**src/rtl/cct_pkg.sv**
```systemverilog
package cct_pkg;
  localparam int BYTE_W = 8;
  localparam int WORD_W = 2 * BYTE_W;
  localparam int ADDR_W = 5;

  localparam logic [ADDR_W-1:0] A_IRQEN = 5'h10;
  localparam logic [ADDR_W-1:0] A_STAT  = 5'h11;
  localparam logic [ADDR_W-1:0] A_CNTH  = 5'h12;
  localparam logic [ADDR_W-1:0] A_CNTL  = 5'h13;
  localparam logic [ADDR_W-1:0] A_CMPH  = 5'h14;
  localparam logic [ADDR_W-1:0] A_CMPL  = 5'h15;
  localparam logic [ADDR_W-1:0] A_TCTL  = 5'h16;
  localparam logic [ADDR_W-1:0] A_OCTL  = 5'h17;
  localparam logic [ADDR_W-1:0] A_CAPH  = 5'h18;
  localparam logic [ADDR_W-1:0] A_CAPL  = 5'h19;

  // flag / enable bit positions
  localparam int B_CAP  = 7;
  localparam int B_CMPA = 3;
  localparam int B_CMPB = 2;
  localparam int B_OVF  = 1;
  localparam int B_CLRA = 0;
  // control bit positions
  localparam int B_EDGE   = 7;
  localparam int B_CMPSEL = 4;
  localparam int B_LVLA   = 1;
  localparam int B_LVLB   = 0;

  // control -> datapath strobes and settings
  typedef struct packed {
    logic              wrCnt;
    logic              wrCmpA;
    logic              wrCmpB;
    logic [WORD_W-1:0] wrWord;
    logic [1:0]        clkSel;
    logic              capRise;
    logic              clrOnA;
    logic              lvlA;
    logic              lvlB;
  } ctrlStrobe_t;

  // datapath -> control flag-set events
  typedef struct packed {
    logic setCap;
    logic setCmpA;
    logic setCmpB;
    logic setOvf;
  } evt_t;
endpackage

```
**src/rtl/cct_sync.sv**
```systemverilog
module cct_sync #(
  parameter int STAGES = 2
) (
  input  logic clk,
  input  logic rstN,
  input  logic din,
  output logic dout
);
  generate
    if (STAGES <= 1) begin : g_single
      logic stage;
      always_ff @(posedge clk or negedge rstN) begin
        if (!rstN) stage <= 1'b0;
        else       stage <= din;
      end
      assign dout = stage;
    end else begin : g_chain
      logic [STAGES-1:0] chain;
      always_ff @(posedge clk or negedge rstN) begin
        if (!rstN) chain <= '0;
        else       chain <= {chain[STAGES-2:0], din};
      end
      assign dout = chain[STAGES-1];
    end
  endgenerate
endmodule

```
**src/rtl/cct_dpath.sv**
```systemverilog
module cct_dpath
  import cct_pkg::*;
#(
  parameter int DIV0_LOG2   = 3,
  parameter int DIV1_LOG2   = 5,
  parameter int DIV2_LOG2   = 7,
  parameter int SYNC_STAGES = 2
) (
  input  logic              clk,
  input  logic              rstN,
  input  ctrlStrobe_t       strb,
  input  logic              extClk,
  input  logic              capIn,
  output logic [WORD_W-1:0] count,
  output logic [WORD_W-1:0] cmpA,
  output logic [WORD_W-1:0] cmpB,
  output logic [WORD_W-1:0] capVal,
  output evt_t              evt,
  output logic              pinA,
  output logic              pinB
);
  localparam int MAX01 = (DIV0_LOG2 > DIV1_LOG2) ? DIV0_LOG2 : DIV1_LOG2;
  localparam int PRE_W = (MAX01 > DIV2_LOG2) ? MAX01 : DIV2_LOG2;
  localparam int NDIV  = 3;
  localparam int DIV_LOG2 [NDIV] = '{DIV0_LOG2, DIV1_LOG2, DIV2_LOG2};

  // free-running prescaler shared by all internal ratios
  logic [PRE_W-1:0] preCnt;
  logic [NDIV-1:0]  intTick;

  always_ff @(posedge clk or negedge rstN) begin
    if (!rstN) preCnt <= '0;
    else       preCnt <= preCnt + 1'b1;
  end

  generate
    for (genvar i = 0; i < NDIV; i++) begin : g_div
      localparam logic [PRE_W-1:0] MASK = PRE_W'((1 << DIV_LOG2[i]) - 1);
      assign intTick[i] = &(preCnt | ~MASK);
    end
  endgenerate

  // external clock and capture pin synchronisers with edge detect
  logic extS, extPrev, capS, capPrev;
  logic extTick, capEdge;

  cct_sync #(.STAGES(SYNC_STAGES)) u_extSync (.clk(clk), .rstN(rstN), .din(extClk), .dout(extS));
  cct_sync #(.STAGES(SYNC_STAGES)) u_capSync (.clk(clk), .rstN(rstN), .din(capIn),  .dout(capS));

  always_ff @(posedge clk or negedge rstN) begin
    if (!rstN) begin
      extPrev <= 1'b0;
      capPrev <= 1'b0;
    end else begin
      extPrev <= extS;
      capPrev <= capS;
    end
  end

  assign extTick = extS & ~extPrev;
  assign capEdge = strb.capRise ? (capS & ~capPrev) : (~capS & capPrev);

  logic tick;
  always_comb begin
    case (strb.clkSel)
      2'd0:    tick = intTick[0];
      2'd1:    tick = intTick[1];
      2'd2:    tick = intTick[2];
      default: tick = extTick;
    endcase
  end

  logic hitA, hitB, clearNow, wrapNow;
  assign hitA     = (count == cmpA);
  assign hitB     = (count == cmpB);
  assign clearNow = tick && hitA && strb.clrOnA;
  assign wrapNow  = tick && !clearNow && (&count);

  always_ff @(posedge clk or negedge rstN) begin
    if (!rstN)            count <= '0;
    else if (strb.wrCnt)  count <= strb.wrWord;
    else if (clearNow)    count <= '0;
    else if (tick)        count <= count + 1'b1;
  end

  always_ff @(posedge clk or negedge rstN) begin
    if (!rstN) begin
      cmpA <= '1;
      cmpB <= '1;
    end else begin
      if (strb.wrCmpA) cmpA <= strb.wrWord;
      if (strb.wrCmpB) cmpB <= strb.wrWord;
    end
  end

  always_ff @(posedge clk or negedge rstN) begin
    if (!rstN)        capVal <= '0;
    else if (capEdge) capVal <= count;
  end

  always_ff @(posedge clk or negedge rstN) begin
    if (!rstN) begin
      pinA <= 1'b0;
      pinB <= 1'b0;
    end else begin
      if (tick && hitA) pinA <= strb.lvlA;
      if (tick && hitB) pinB <= strb.lvlB;
    end
  end

  assign evt.setCap  = capEdge;
  assign evt.setCmpA = tick && hitA;
  assign evt.setCmpB = tick && hitB;
  assign evt.setOvf  = wrapNow;

  AST_COUNT_HOLD: assert property (@(posedge clk) disable iff (!rstN)
    (!tick && !strb.wrCnt) |=> $stable(count));
  AST_CLEAR_ON_A: assert property (@(posedge clk) disable iff (!rstN)
    (tick && hitA && strb.clrOnA && !strb.wrCnt) |=> (count == '0));
  AST_WRAP_ZERO: assert property (@(posedge clk) disable iff (!rstN)
    (tick && (&count) && !(hitA && strb.clrOnA) && !strb.wrCnt) |=> (count == '0));
  AST_CAPTURE_COPY: assert property (@(posedge clk) disable iff (!rstN)
    capEdge |=> (capVal == $past(count)));
  AST_PIN_A_LEVEL: assert property (@(posedge clk) disable iff (!rstN)
    (tick && hitA) |=> (pinA == $past(strb.lvlA)));
endmodule

```
**src/rtl/cct_ctrl.sv**
```systemverilog
module cct_ctrl
  import cct_pkg::*;
(
  input  logic              clk,
  input  logic              rstN,
  input  logic              busWr,
  input  logic              busRd,
  input  logic [ADDR_W-1:0] busAddr,
  input  logic [BYTE_W-1:0] busWdata,
  output logic [BYTE_W-1:0] busRdata,
  input  evt_t              evt,
  input  logic [WORD_W-1:0] count,
  input  logic [WORD_W-1:0] cmpA,
  input  logic [WORD_W-1:0] cmpB,
  input  logic [WORD_W-1:0] capVal,
  output ctrlStrobe_t       strb,
  output logic              irqCapture,
  output logic              irqCmpA,
  output logic              irqCmpB,
  output logic              irqOvf
);
  logic enCap, enA, enB, enOvf;
  logic flagCap, flagA, flagB, flagOvf, clrOnA;
  logic edgeRise, cmpSel, lvlA, lvlB;
  logic [1:0] clkSel;
  logic [BYTE_W-1:0] tmpWr, tmpRd;

  logic stWr;
  assign stWr = busWr && (busAddr == A_STAT);

  // control and enable registers
  always_ff @(posedge clk or negedge rstN) begin
    if (!rstN) begin
      enCap <= 1'b0; enA <= 1'b0; enB <= 1'b0; enOvf <= 1'b0;
      clrOnA <= 1'b0; edgeRise <= 1'b0; clkSel <= 2'b00;
      cmpSel <= 1'b0; lvlA <= 1'b0; lvlB <= 1'b0;
    end else if (busWr) begin
      case (busAddr)
        A_IRQEN: begin
          enCap <= busWdata[B_CAP];  enA   <= busWdata[B_CMPA];
          enB   <= busWdata[B_CMPB]; enOvf <= busWdata[B_OVF];
        end
        A_STAT: clrOnA <= busWdata[B_CLRA];
        A_TCTL: begin
          edgeRise <= busWdata[B_EDGE];
          clkSel   <= busWdata[1:0];
        end
        A_OCTL: begin
          cmpSel <= busWdata[B_CMPSEL];
          lvlA   <= busWdata[B_LVLA];
          lvlB   <= busWdata[B_LVLB];
        end
        default: ;
      endcase
    end
  end

  // flags: software may only clear, a hardware set always wins
  always_ff @(posedge clk or negedge rstN) begin
    if (!rstN) begin
      flagCap <= 1'b0; flagA <= 1'b0; flagB <= 1'b0; flagOvf <= 1'b0;
    end else begin
      flagCap <= (flagCap & ~(stWr & ~busWdata[B_CAP]))  | evt.setCap;
      flagA   <= (flagA   & ~(stWr & ~busWdata[B_CMPA])) | evt.setCmpA;
      flagB   <= (flagB   & ~(stWr & ~busWdata[B_CMPB])) | evt.setCmpB;
      flagOvf <= (flagOvf & ~(stWr & ~busWdata[B_OVF]))  | evt.setOvf;
    end
  end

  // byte-wide temporaries for 16-bit access
  always_ff @(posedge clk or negedge rstN) begin
    if (!rstN) begin
      tmpWr <= '0;
      tmpRd <= '0;
    end else begin
      if (busWr && (busAddr == A_CNTH || busAddr == A_CMPH)) tmpWr <= busWdata;
      if (busRd && busAddr == A_CNTH) tmpRd <= count[BYTE_W-1:0];
      else if (busRd && busAddr == A_CAPH) tmpRd <= capVal[BYTE_W-1:0];
    end
  end

  always_comb begin
    strb.wrCnt   = busWr && (busAddr == A_CNTL);
    strb.wrCmpA  = busWr && (busAddr == A_CMPL) && !cmpSel;
    strb.wrCmpB  = busWr && (busAddr == A_CMPL) && cmpSel;
    strb.wrWord  = {tmpWr, busWdata};
    strb.clkSel  = clkSel;
    strb.capRise = edgeRise;
    strb.clrOnA  = clrOnA;
    strb.lvlA    = lvlA;
    strb.lvlB    = lvlB;
  end

  logic [WORD_W-1:0] cmpView;
  assign cmpView = cmpSel ? cmpB : cmpA;

  always_comb begin
    case (busAddr)
      A_IRQEN: busRdata = {enCap, 3'b000, enA, enB, enOvf, 1'b0};
      A_STAT:  busRdata = {flagCap, 3'b000, flagA, flagB, flagOvf, clrOnA};
      A_CNTH:  busRdata = count[WORD_W-1:BYTE_W];
      A_CNTL:  busRdata = tmpRd;
      A_CMPH:  busRdata = cmpView[WORD_W-1:BYTE_W];
      A_CMPL:  busRdata = cmpView[BYTE_W-1:0];
      A_TCTL:  busRdata = {edgeRise, 5'b00000, clkSel};
      A_OCTL:  busRdata = {3'b000, cmpSel, 2'b00, lvlA, lvlB};
      A_CAPH:  busRdata = capVal[WORD_W-1:BYTE_W];
      A_CAPL:  busRdata = tmpRd;
      default: busRdata = '0;
    endcase
  end

  assign irqCapture = flagCap & enCap;
  assign irqCmpA    = flagA & enA;
  assign irqCmpB    = flagB & enB;
  assign irqOvf     = flagOvf & enOvf;

  AST_SET_WINS_CAP: assert property (@(posedge clk) disable iff (!rstN)
    evt.setCap |=> flagCap);
  AST_SET_WINS_CMPA: assert property (@(posedge clk) disable iff (!rstN)
    evt.setCmpA |=> flagA);
  AST_SW_CLEAR_OVF: assert property (@(posedge clk) disable iff (!rstN)
    (stWr && !busWdata[B_OVF] && !evt.setOvf) |=> !flagOvf);
  AST_OVF_HOLD: assert property (@(posedge clk) disable iff (!rstN)
    (!evt.setOvf && !stWr) |=> $stable(flagOvf));
endmodule

```
**src/rtl/cmpcap_timer.sv**
```systemverilog
module cmpcap_timer
  import cct_pkg::*;
#(
  parameter int DIV0_LOG2   = 3,
  parameter int DIV1_LOG2   = 5,
  parameter int DIV2_LOG2   = 7,
  parameter int SYNC_STAGES = 2
) (
  input  logic              clk,
  input  logic              rstN,
  input  logic              busWr,
  input  logic              busRd,
  input  logic [ADDR_W-1:0] busAddr,
  input  logic [BYTE_W-1:0] busWdata,
  output logic [BYTE_W-1:0] busRdata,
  input  logic              extClk,
  input  logic              capIn,
  output logic              cmpOutA,
  output logic              cmpOutB,
  output logic              irqCapture,
  output logic              irqCmpA,
  output logic              irqCmpB,
  output logic              irqOvf
);
  ctrlStrobe_t       strb;
  evt_t              evt;
  logic [WORD_W-1:0] count, cmpA, cmpB, capVal;

  cct_ctrl u_ctrl (
    .clk(clk), .rstN(rstN),
    .busWr(busWr), .busRd(busRd), .busAddr(busAddr),
    .busWdata(busWdata), .busRdata(busRdata),
    .evt(evt), .count(count), .cmpA(cmpA), .cmpB(cmpB), .capVal(capVal),
    .strb(strb),
    .irqCapture(irqCapture), .irqCmpA(irqCmpA), .irqCmpB(irqCmpB), .irqOvf(irqOvf)
  );

  cct_dpath #(
    .DIV0_LOG2(DIV0_LOG2), .DIV1_LOG2(DIV1_LOG2), .DIV2_LOG2(DIV2_LOG2),
    .SYNC_STAGES(SYNC_STAGES)
  ) u_dpath (
    .clk(clk), .rstN(rstN), .strb(strb),
    .extClk(extClk), .capIn(capIn),
    .count(count), .cmpA(cmpA), .cmpB(cmpB), .capVal(capVal),
    .evt(evt), .pinA(cmpOutA), .pinB(cmpOutB)
  );
endmodule

```
**config.mk**
```make
export PLATFORM = sky130hd
export DESIGN_NAME = cmpcap_timer
export DESIGN_NICKNAME = d
export VERILOG_FILES = /design/src/rtl/cct_pkg.sv /design/src/rtl/cct_sync.sv /design/src/rtl/cct_dpath.sv /design/src/rtl/cct_ctrl.sv /design/src/rtl/cmpcap_timer.sv
export SDC_FILE = /design/constraint.sdc
export NUM_CORES = 1
export LEC_CHECK = 0
export BUFFER_PORTS_ARGS = -buffer_cell sky130_fd_sc_hd__buf_2
export CAP_MARGIN = 20
export CORE_MARGIN = 3
export CORE_UTILIZATION = 45
export CTS_CLUSTER_SIZE = 24
export DETAILED_ROUTE_END_ITERATION = 12
export GPL_TIMING_DRIVEN = 0
export PLACE_DENSITY = 0.69
export SKIP_LAST_GASP = 1
export SLEW_MARGIN = 20
export SYNTH_ARGS = -nofsm -noshare
export SYNTH_HDL_FRONTEND = slang
export SYNTH_SLANG_ARGS = --single-unit
```
**constraint.sdc**
```tcl
create_clock -name clk -period 2.45 [get_ports clk]
set_input_delay 0.1225 -clock clk [delete_from_list [all_inputs] [get_ports clk]]
set_output_delay 0.1225 -clock clk [all_outputs]
set_load 0.05 [all_outputs]
```
==> impl_results.md <==
* DP HPWL at 11100 µm
* Reg2reg start: u_dpath.preCnt[0]$_DFF_PN0_
* # diodes at 0
* Final ANT Viol Nets at 0
* Final nets at roughly 560
* Register bit total from synthesis at 110
* Max Slew Vio Count at 0
* Main combinational cell family by area after synthesis: multiplexers
* Core Region at around 12000 µm²
* Vias per cell at 5.94
* R2R Path End: u_dpath.count[0]$_DFFE_PN0P_
* XOR/XNOR share of the synthesized area at under 10%
* Final WL at approximately 16000 µm
* DRT Pass-1 Iters at 5
* Req. time, crit path at 2.71 ns
* Sink Count at 110
* Most Frequent Cell on Critical Path: ha_1
* Critical path class: flip-flop to flip-flop
* All-Layer GR Usage at between 20% and 30%
* Fin worst setup slack at around 0.13 ns
* Hold depth at 3
* Register clock-pin slew on the reported worst setup and hold paths at 0.08 ns
* Outcome: finished, final reports clean
* # DRC at 0
* Via Count at around 4200
* Fmax at roughly 430 MHz
* Synthesis-to-finish area growth at 13.1%
* HP Start: busWdata[6]
* CP max FO at 9
* PD cells at ~850 nW/µm²
* Clock Path Buffers at 2
* Synth Area in Adders at 0.859%
* Layout cells sized above 1 at a little under 40%
* Commonest non-fill, non-tap cell in the layout: dfrtp_1
* Post-synth EDFFs at 0
* Crit-path max cell delay at approximately 0.4 ns
* Hold EP: u_dpath.count[6]$_DFFE_PN0P_
* Die Area at 14400 µm²
* Finished Core Util at a little over half
* Commonest non-fill, non-tap cells in the layout: dfrtp_1 (78), mux2_2 (67), xor2_1 (43)
* Top cells by area, synth: dfrtp_1 (33%), dfstp_2 (14%), mux2_2 (13%), xor2_1 (6.5%), mux2_4 (2.1%)
* Area leader, netlist: dfrtp_1
* Final hold vios at 0
* Vias in the first global route at ~4200
* Fill cell count at between 1000 and 1500
* Pin count of the biggest net entering global routing at 76
* Syn_nets at 518
* Post-CTS setup buffers at 0
* Die Height at about 120 µm
* Overflow after GRT at 0
* Synth Area in Compound Gates at under 10%
* Total CTS buffers at 9
* CTS tree: done
* Register area share after synthesis at between 40% and 50%
* Port-buffer cells at 30
* Post-synth top area share at between 30% and 40%
* Simple logic cell fraction of the synthesized area at approximately an eighth
* Max Cap Viol at 0
* First-pass GRT wire length at between 20000 and 25000 µm
* Setup Total Neg Slack at 0 ns
* H-tree levels at 3
* Final setup viols at 0
* Leakage dissipation at approximately 0.0029 µW
* Hold WC Path Type: primary input to flip-flop
* Ys flop type: dfrtp_1
* Unrepaired setup endpoints after global routing: true
* Die W at roughly 120 µm
* Clock Skew at ~0.010 ns
* Cells on worst reg2reg path at 10
* Least-Margin Pin Slew at around 1.1 ns
* Min Tclk post-route at about 2.3 ns
* Worst skew pair latency at between 0.3 and 0.4 ns
* Netlist cell types at 58
* Cells after Synth at roughly 500
* Setup slack, reg-to-reg at between 0.1 and 0.15 ns
* Share of synthesized flip-flops with an asynchronous set or reset at 100%
* CP Capture Type: flip-flop
* Worst path slowest cell: dfrtp_1
* Worst setup SP type: flip-flop
* Post-Synthesis Cell Area at ~6000 µm²
* # rows at 40
* I/O Pins at 33
* Synthesis warning total at 0
* Syn Area/Cell at approximately 12 µm²
* Final worst path period share at a little over nine tenths
* Max VDD drop at 460 µV
* Cell count after placement at just under 700
* Crit path cell chain: ha_1 -> nand3_2 -> inv_1 -> ha_1 -> mux2_2 -> or2_1 -> buf_4 -> and2_4 -> xnor2_1 -> o31ai_1
* Crit path DAT at around 2.6 ns
* Multiplexer share of the synthesized area at 16.7%
* Place WS at -0.0133 ns
* Starting Density at a little under half
* DR WL/cell at 21.8 µm
* Clk root buf: clkbuf_16
* Placer Congestion at between 0.9 and 1
* Fin cells at a little over 700
* Slew margin rel. at roughly 25%
* Iter 0 DRT Violations at a little under 400
* Antenna violations before repair at 0
## stage by stage
stage	hold slack (ns)	cell area, µm²	power [µW]
after detailed placement	0.0407	6240	4150
final	0.0193	6590	5590
after floorplan	-0.173	5830	3640
after global routing	0.0290	6590	5870
after global placement	0.231	6190	4100
after CTS	0.0101	6560	5590
## area by class of cell
| type | instances | area (µm²) | share of cell area, % |
|---|---|---|---|
| buffer | 35 | 230 | 3.49 |
| clock buffer | 9 | 225 | 3.42 |
| clock inverter | 7 | 58.8 | 0.892 |
| inverter | 4 | 15.0 | 0.228 |
| multi-input combinational | 345 | 2840 | 43.1 |
| sequential | 110 | 2790 | 42.4 |
| tap | 168 | 210 | 3.19 |
| timing repair buffer | 35 | 221 | 3.36 |
## synthesized netlist by cell type (3+ instances only)
master / instances
inv_1: 4
and3_1: 5
a22oi_1: 11
nor4_1: 12
nor2_1: 16
and2_1: 6
a21oi_1: 12
and4_1: 3
buf_2: 14
nand2_1: 32
o211ai_1: 4
buf_4: 5
mux2_2: 67
nor3_1: 5
clkbuf_1: 9
a221oi_1: 4
o21ai_2: 10
dfrtp_1: 78
buf_6: 7
dfstp_2: 32
nand3_1: 16
mux2i_1: 10
o31ai_1: 6
xnor2_1: 6
mux2_4: 8
xor2_1: 43
nand4_1: 10
o22ai_1: 9
ha_1: 4
o21ai_0: 8
## how the worst max path moves through the flow
| stage | startpoint | endpoint | slack (ns) | cells after the start |
|---|---|---|---|---|
| 2_1_floorplan | u_dpath.preCnt[0]$_DFF_PN0_ | u_dpath.count[0]$_DFFE_PN0P_ | 0.27 | 11 |
| 3_3_place_gp | busAddr[0] | busRdata[1] | -0.26 | 6 |
| 3_5_place_dp | u_dpath.preCnt[0]$_DFF_PN0_ | u_dpath.count[0]$_DFFE_PN0P_ | -0.01 | 11 |
| 4_1_cts | u_dpath.preCnt[0]$_DFF_PN0_ | u_dpath.count[0]$_DFFE_PN0P_ | 0.006 | 10 |
| 5_1_grt | u_dpath.preCnt[0]$_DFF_PN0_ | u_dpath.count[1]$_DFFE_PN0P_ | -0.02 | 10 |
| 6_report | u_dpath.preCnt[0]$_DFF_PN0_ | u_dpath.count[0]$_DFFE_PN0P_ | 0.13 | 10 |
## what timing repair did
item,CTS,global route
hold buffers,3,0
hold endpoints to repair,37,0
pin swaps,1,1
gates resized for setup,4,7
endpoints found under the setup margin,9,18
## routing by layer
| layer | global-route usage [%] | routed length [µm] | vias to the layer above |
|---|---|---|---|
| li1 | - | - | 1894 |
| met5 | 0 | 0 | - |
| met1 | 30.8 | 6770 | 2131 |
| met2 | 34.8 | 7090 | 175 |
| met4 | 7.66 | 443 | 0 |
| met3 | 6.88 | 1230 | 34 |
## power breakdown
part	internal [µW]	leakage, µW	switching, µW
registers	2260	0.00128	309
logic	691	0.00145	919
clock network	705	0.000138	711
## critical path: cells and delay by family (launching register included)
kind            cells  cell delay [ns]
simple gates        3             0.49
fa+ha+maj           2             0.41
flops               1             0.40
mux                 1             0.30
compound gates      1             0.26
buf+inv             2             0.24
xor+xnor            1             0.12
## sequential cells by signal (all words and copies together) (netlist names), 2 cells and up
register and count:
u_ctrl.clkSel 2, u_ctrl.tmpRd 8, u_ctrl.tmpWr 8, u_dpath.capVal 16
u_dpath.cmpA 16, u_dpath.cmpB 16, u_dpath.count 16, u_dpath.preCnt 7
u_dpath.u_capSync.g_chain.chain 2, u_dpath.u_extSync.g_chain.chain 2
## kinds of logic after synthesis
kind of cell,after synthesis
xor gates and xnor gates,49
adders and majority gates,4
buffers and inverters,40
and+or+nand+nor,130
AOI/OAI and AO/OA,77
muxes,85
DFF,110
(Power assumes the default switching activity.)
